File: src/rtl/i2c_tmo_pkg.sv
package i2c_tmo_pkg;

    typedef enum logic [1:0] {
        ST_OFF  = 2'd0,
        ST_HOLD = 2'd1,
        ST_RUN  = 2'd2
    } tmo_state_e;

endpackage

File: src/rtl/i2c_tmo_ctrl.sv
module i2c_tmo_ctrl
    import i2c_tmo_pkg::*;
(
    input  logic       clk,
    input  logic       rst_n,
    input  logic       tmo_en,
    input  logic       si_flag,
    output tmo_state_e state_q,
    output logic       run
);

    tmo_state_e state_d;

    always_comb begin
        state_d = state_q;
        unique case (state_q)
            ST_OFF: begin
                if (tmo_en && si_flag)       state_d = ST_HOLD;
                else if (tmo_en)             state_d = ST_RUN;
            end
            ST_HOLD: begin
                if (!tmo_en)                 state_d = ST_OFF;
                else if (!si_flag)           state_d = ST_RUN;
            end
            ST_RUN: begin
                if (!tmo_en)                 state_d = ST_OFF;
                else if (si_flag)            state_d = ST_HOLD;
            end
            default:                         state_d = ST_OFF;
        endcase
    end

    always_ff @(posedge clk or negedge rst_n) begin
        if (!rst_n) state_q <= ST_OFF;
        else        state_q <= state_d;
    end

    always_comb begin
        run = (state_q == ST_RUN);
    end

    // disabling always lands in the off state
    a_r2_off_when_disabled: assert property (@(posedge clk) disable iff (!rst_n)
        !tmo_en |=> (state_q == ST_OFF));

    // an active interrupt flag stops counting at the next edge
    a_r4_si_stops_run: assert property (@(posedge clk) disable iff (!rst_n)
        si_flag |=> !run);

endmodule

File: src/rtl/i2c_tmo_presc.sv
module i2c_tmo_presc #(
    parameter int DIV_LOG2 = 2
) (
    input  logic clk,
    input  logic rst_n,
    input  logic run,
    input  logic div_en,
    output logic tick
);

    localparam int PW = (DIV_LOG2 < 1) ? 1 : DIV_LOG2;
    localparam logic [PW-1:0] PHASE_LAST = {PW{1'b1}};

    logic [PW-1:0] phase_q;

    always_ff @(posedge clk or negedge rst_n) begin
        if (!rst_n)                 phase_q <= '0;
        else if (run && div_en)     phase_q <= phase_q + 1'b1;
        else                        phase_q <= '0;
    end

    generate
        if (DIV_LOG2 == 0) begin : g_nodiv
            assign tick = run;
        end else begin : g_div
            assign tick = run && (!div_en || (phase_q == PHASE_LAST));
        end
    endgenerate

    // with the divider on, two ticks are never adjacent
    a_r5_tick_spacing: assert property (@(posedge clk) disable iff (!rst_n)
        (tick && div_en && $past(div_en) && (DIV_LOG2 > 0)) |=> !tick || !div_en);

    // out of the running state the phase returns to zero
    a_r2_phase_cleared: assert property (@(posedge clk) disable iff (!rst_n)
        !run |=> (phase_q == '0));

endmodule

File: src/rtl/i2c_tmo_count.sv
module i2c_tmo_count #(
    parameter int CNT_W = 14
) (
    input  logic clk,
    input  logic rst_n,
    input  logic run,
    input  logic tick,
    output logic wrap
);

    localparam logic [CNT_W-1:0] CNT_TOP = {CNT_W{1'b1}};

    logic [CNT_W-1:0] cnt_q;

    always_ff @(posedge clk or negedge rst_n) begin
        if (!rst_n)      cnt_q <= '0;
        else if (!run)   cnt_q <= '0;
        else if (tick)   cnt_q <= cnt_q + 1'b1;
    end

    assign wrap = tick && (cnt_q == CNT_TOP);

    // leaving the running state clears the count
    a_r4_zero_outside_run: assert property (@(posedge clk) disable iff (!rst_n)
        !run |=> (cnt_q == '0));

    // no tick, no movement while running
    a_r3_hold_without_tick: assert property (@(posedge clk) disable iff (!rst_n)
        (run && !tick) |=> (cnt_q == $past(cnt_q)) || !$past(run));

    // the roll-over returns to zero
    a_r8_wrap_to_zero: assert property (@(posedge clk) disable iff (!rst_n)
        wrap |=> (cnt_q == '0));

endmodule

File: src/rtl/i2c_tmo_flag.sv
module i2c_tmo_flag (
    input  logic clk,
    input  logic rst_n,
    input  logic set_evt,
    input  logic clr_req,
    output logic flag_q
);

    always_ff @(posedge clk or negedge rst_n) begin
        if (!rst_n)       flag_q <= 1'b0;
        else if (set_evt) flag_q <= 1'b1;
        else if (clr_req) flag_q <= 1'b0;
    end

    // a time-out wins over a simultaneous clear
    a_r9_set_wins: assert property (@(posedge clk) disable iff (!rst_n)
        set_evt |=> flag_q);

    // a clear with no set empties the flag
    a_r7_clear: assert property (@(posedge clk) disable iff (!rst_n)
        (clr_req && !set_evt) |=> !flag_q);

    // the flag does not drop without a clear
    a_r6_sticky: assert property (@(posedge clk) disable iff (!rst_n)
        (flag_q && !clr_req) |=> flag_q);

endmodule

File: src/rtl/i2c_tmo_watch.sv
module i2c_tmo_watch
    import i2c_tmo_pkg::*;
#(
    parameter int CNT_W    = 14,
    parameter int DIV_LOG2 = 2
) (
    input  logic clk,
    input  logic rst_n,
    input  logic si_flag,
    input  logic tmo_en,
    input  logic div4_en,
    input  logic irq_en,
    input  logic tmo_clr,
    output logic tmo_flag,
    output logic tmo_irq
);

    tmo_state_e state_q;
    logic       run;
    logic       tick;
    logic       wrap;

    i2c_tmo_ctrl u_ctrl (
        .clk     (clk),
        .rst_n   (rst_n),
        .tmo_en  (tmo_en),
        .si_flag (si_flag),
        .state_q (state_q),
        .run     (run)
    );

    i2c_tmo_presc #(.DIV_LOG2(DIV_LOG2)) u_presc (
        .clk    (clk),
        .rst_n  (rst_n),
        .run    (run),
        .div_en (div4_en),
        .tick   (tick)
    );

    i2c_tmo_count #(.CNT_W(CNT_W)) u_count (
        .clk   (clk),
        .rst_n (rst_n),
        .run   (run),
        .tick  (tick),
        .wrap  (wrap)
    );

    i2c_tmo_flag u_flag (
        .clk     (clk),
        .rst_n   (rst_n),
        .set_evt (wrap),
        .clr_req (tmo_clr),
        .flag_q  (tmo_flag)
    );

    assign tmo_irq = tmo_flag && irq_en;

    // a new time-out only follows a cycle spent running
    a_r3_rise_needs_run: assert property (@(posedge clk) disable iff (!rst_n)
        $rose(tmo_flag) |-> $past(run));

    // the request never appears with the enable low
    a_r10_irq_gate: assert property (@(posedge clk) disable iff (!rst_n)
        !irq_en |-> !tmo_irq);

    // the request tracks the flag whenever enabled
    a_r10_irq_follow: assert property (@(posedge clk) disable iff (!rst_n)
        (irq_en && tmo_flag) |-> tmo_irq);

    // state stays legal after reset
    a_r1_state_legal: assert property (@(posedge clk) disable iff (!rst_n)
        state_q != 2'd3);

endmodule

File: config.mk
export PLATFORM = sky130hd
export DESIGN_NAME = i2c_tmo_watch
export DESIGN_NICKNAME = d
export VERILOG_FILES = /design/src/rtl/i2c_tmo_pkg.sv /design/src/rtl/i2c_tmo_ctrl.sv /design/src/rtl/i2c_tmo_presc.sv /design/src/rtl/i2c_tmo_count.sv /design/src/rtl/i2c_tmo_flag.sv /design/src/rtl/i2c_tmo_watch.sv
export SDC_FILE = /design/constraint.sdc
export NUM_CORES = 1
export LEC_CHECK = 0
export ABC_AREA = 1
export BUFFER_PORTS_ARGS = -buffer_cell sky130_fd_sc_hd__buf_2
export CAP_MARGIN = 20
export CORE_ASPECT_RATIO = 0.75
export CORE_MARGIN = 8
export CORE_UTILIZATION = 45
export DETAILED_ROUTE_END_ITERATION = 8
export GPL_TIMING_DRIVEN = 0
export PLACE_DENSITY = 0.66
export SLEW_MARGIN = 20
export SYNTH_ARGS = -nofsm -noshare
export SYNTH_HDL_FRONTEND = slang
export SYNTH_SLANG_ARGS = --single-unit
File: constraint.sdc
create_clock -name clk -period 1.3 [get_ports clk]
set_input_delay 0.195 -clock clk [delete_from_list [all_inputs] [get_ports clk]]
set_output_delay 0.195 -clock clk [all_outputs]
set_load 0.005 [all_outputs]
==> run_results.csv <==
group,metric,value,unit
floorplan,num_io_pins,9,
synth,synthArstFlopShare,100,%
synth,synthTopCellsByCount,"nand2_1 (24), nor2_1 (20), dfrtp_1 (19), inv_1 (19), a21oi_1 (9)",
flow_run,maxCapViolCount,0,
synth,synth_edf_count,0,
worst_setup_path,crit_type,"reg2reg",
sta,fmax,814,MHz
sta,fin_crit_sh,94.5,%
pwr,switchingPower,220,uW
pwr,p_comb_share,6.5,%
finish,area_growth,17.6,%
clock_network,path_clk_slew,100,ps
synth,ys_top_cells_by_area,"dfrtp_1 (48%), nand2_1 (9.1%), nor2_1 (7.6%), inv_1 (7.2%), a21oi_1 (4.6%)",
synth,yosysTopAreaCellShare,48.2,%
clock_network,cts_root_buffer,"clkbuf_4",
pwr,ir_worst_vdd,565,uV
pwr,power.clock.fraction,30.9,%
worst_setup_path,r2r_setup_slack,70,ps
floorplan,dieArea,3960,um2
grt,antenna_found_initial,0,
synth,yosysMostFrequentCell,"nand2_1",
min_path,hold_class,"in2reg",
synth,synth_seq_cells,19,
grt,grt_max_degree,20,
floorplan,fp-row-count,14,
pwr,p_seq_share,62.6,%
worst_setup_path,crit_path_start_kind,"flip-flop",
clock_network,clk-insertion-delay-late,290,ps
sta,hold_viol_final,0,
placement,finalWeightedCongestion,0.831,
floorplan,core_area,2030,um2
pwr,p_leak,0.000543,uW
routing,drc_errors,0,
worst_setup_path,endpoint_kind,"flip-flop",
synth,synthFlopType,"dfrtp_1",
sta,slew_viol_final,0,
finish,num-fill-cells,206,
grt,grtUsageMet2,14.3,%
min_path,worstHoldEndpoint,"u_ctrl.state_q[1]",
sta,finalSetupViolCount,0,
clock_network,cts_tree,"yes",
synth,ys_types,21,
finish,nNetsFinal,151,
clock_network,cts_buffer_depth,2,
synth,syn-mean-instance-area,7.90,um2
worst_setup_path,slowest_stage,"dfrtp_1",
worst_setup_path,slowest_delay,360,ps
finish,drive_above_1_share,23.6,%
sta,setup-tns-final,0,ps
routing,routedWlPerCell,11.3,um
sta,rsz0062_at_grt,"yes",
clock_network,cts_buffers,3,
grt,grt_remaining_overflow,0,
grt,gr-usage-met1,11.8,%
sta,holdWs,53.2,ps
pwr,swShare,22.9,%
clock_network,cts_max_level,1,
worst_setup_path,crit_fanout,5,
pwr,power.internal,740,uW
routing,ant_nets,0,
clock_network,clock_sinks,19,
grt,grt_pass1_vias,735,
finish,diodes,0,
synth,ys_seq_area_share,48.2,%
placement,portBuffers,8,
worst_setup_path,crit_chain,"ha_2, inv_2, nand2_4, nand3_4, nor2_4, nand2_2, nor2_1, nor2_2",
floorplan,die_h,56.6,um
sta,min_period,1230,ps
pwr,finalPower,960,uW
min_path,whs_path_depth,2,
synth,yosys.area.top_type,"dfrtp_1",
sta,worst_slew_pin_slew,419,ps
synth,postSynthCellCount,125,
grt,grt_util_all_layers,9.69,%
placement,dpl_cell_area,1060,um2
routing,via_per_inst,4.97,
floorplan,die_x,70.1,um
synth,ys.warnings.count,0,
placement,hpwlAfterDp,1.35,mm
sta,fin_worst_skew,2.42,ps
grt,grt_pass1_wl,3.13,mm
min_path,min-delay-start,"si_flag",
grt,busiest_layer,"met2",
status,status,"finished clean",
synth,syn_nets,135,
sta,slew-limit-headroom,72.1,%
worst_setup_path,arrival,1430,ps
routing,num_vias,815,
pwr,power_density,827,nW/um2
worst_setup_path,regToRegEndpoint,"u_count.cnt_q[12]",
finish,stdcell_area,1160,um2
floorplan,start_util,48.6,%
routing,drtIter0Drc,40,
routing,finalWirelength,1.85,mm
worst_setup_path,rr_startpoint,"u_presc.phase_q[0]",
grt,use_met3,4.91,%
synth,netlist_area,987,um2
worst_setup_path,reg2reg_depth,8,
routing,drtPass1Iterations,4,
worst_setup_path,required,1500,ps
==> logic make-up after synthesis <==
kind of cell / share of synthesized area (%)
mux: 1.14
fa+ha+maj: 3.80
compound gates: 9.89
simple gates: 27.6
buf+inv: 9.38
flops: 48.2
==> metrics by stage <==
step | cells | util, % | setup slack, ps
finish | 164 | 57.1 | 71.2
global route | 164 | 57.1 | -34.3
CTS | 162 | 54.7 | 16.4
detailed placement | 157 | 52.0 | -32.7
global placement | 157 | 52.0 | -13.7
floorplan | 125 | - | 86.9
==> power by group through the flow <==
stage / clock network (uW) / logic [uW] / registers [uW]
2_1_floorplan: 0 / 27.4 / 612
6_report: 296 / 62.3 / 601
3_3_place_gp: 0 / 53.6 / 612
3_5_place_dp: 0 / 55.0 / 613
4_1_cts: 302 / 59.9 / 601
5_1_grt: 327 / 71.3 / 602
==> how the worst max path moves through the flow <==
stage | start | to | cells past startpoint
floorplan | u_presc.phase_q[0] | u_count.cnt_q[13] | 7
global placement | u_presc.phase_q[0] | u_count.cnt_q[13] | 8
detailed placement | u_presc.phase_q[0] | u_count.cnt_q[13] | 8
CTS | u_presc.phase_q[0] | u_count.cnt_q[7] | 7
global route | u_presc.phase_q[0] | u_count.cnt_q[12] | 9
finish | u_presc.phase_q[0] | u_count.cnt_q[12] | 8
==> repair_timing <==
item / 4_1_cts / 5_1_grt
setup buffers: 0 / 2
endpoints found under the setup margin: 9 / 12
gates resized for setup: 5 / 12
pin swaps: 1 / 7
hold buffers: 1 / 0
gates cloned: 0 / 0
endpoints found under the hold margin: 19 / 0
==> layout by cell type (no fill, tap or decap), types with 3 or more instances in the layout <==
cell type	count
o21ai_0	5
nor3_1	4
nor2_4	3
nand2_2	5
clkbuf_4	3
buf_2	8
dfrtp_1	19
a21oi_1	9
nand2_1	20
nor2_1	17
inv_2	3
nor2_2	3
nand3_1	4
inv_1	17
==> flip-flops by register name (all words and copies together), names as in the netlist <==
register	flops
u_ctrl.state_q	2
u_count.cnt_q	14
u_flag.flag_q	1
u_presc.phase_q	2
==> routing by layer <==
| metal | up-vias | wire (um) |
|---|---|---|
| met5 | - | 0 |
| met4 | 0 | 17 |
| met3 | 2 | 107 |
| met2 | 15 | 776 |
| met1 | 376 | 946 |
| li1 | 422 | - |
==> area by class of cell <==
| cell class | instances | area, um2 | area share (%) |
|---|---|---|---|
| sequential | 19 | 475 | 40.9 |
| timing repair buffer | 11 | 65.1 | 5.60 |
| buffer | 1 | 13.8 | 1.19 |
| multi-input combinational | 84 | 472 | 40.6 |
| clock buffer | 4 | 26.3 | 2.26 |
| inverter | 21 | 78.8 | 6.79 |
| tap | 24 | 30.0 | 2.59 |
==> worst max-delay path, delay by kind of cell, from the launching register on <==
kind	cells	cell delay, ps
AND/OR/NAND/NOR	6	540
buffers and inverters	1	50
adder cells (fa/ha/maj)	1	170
flip-flops	1	360
No activity file was read; power rests on OpenSTA's default activity.
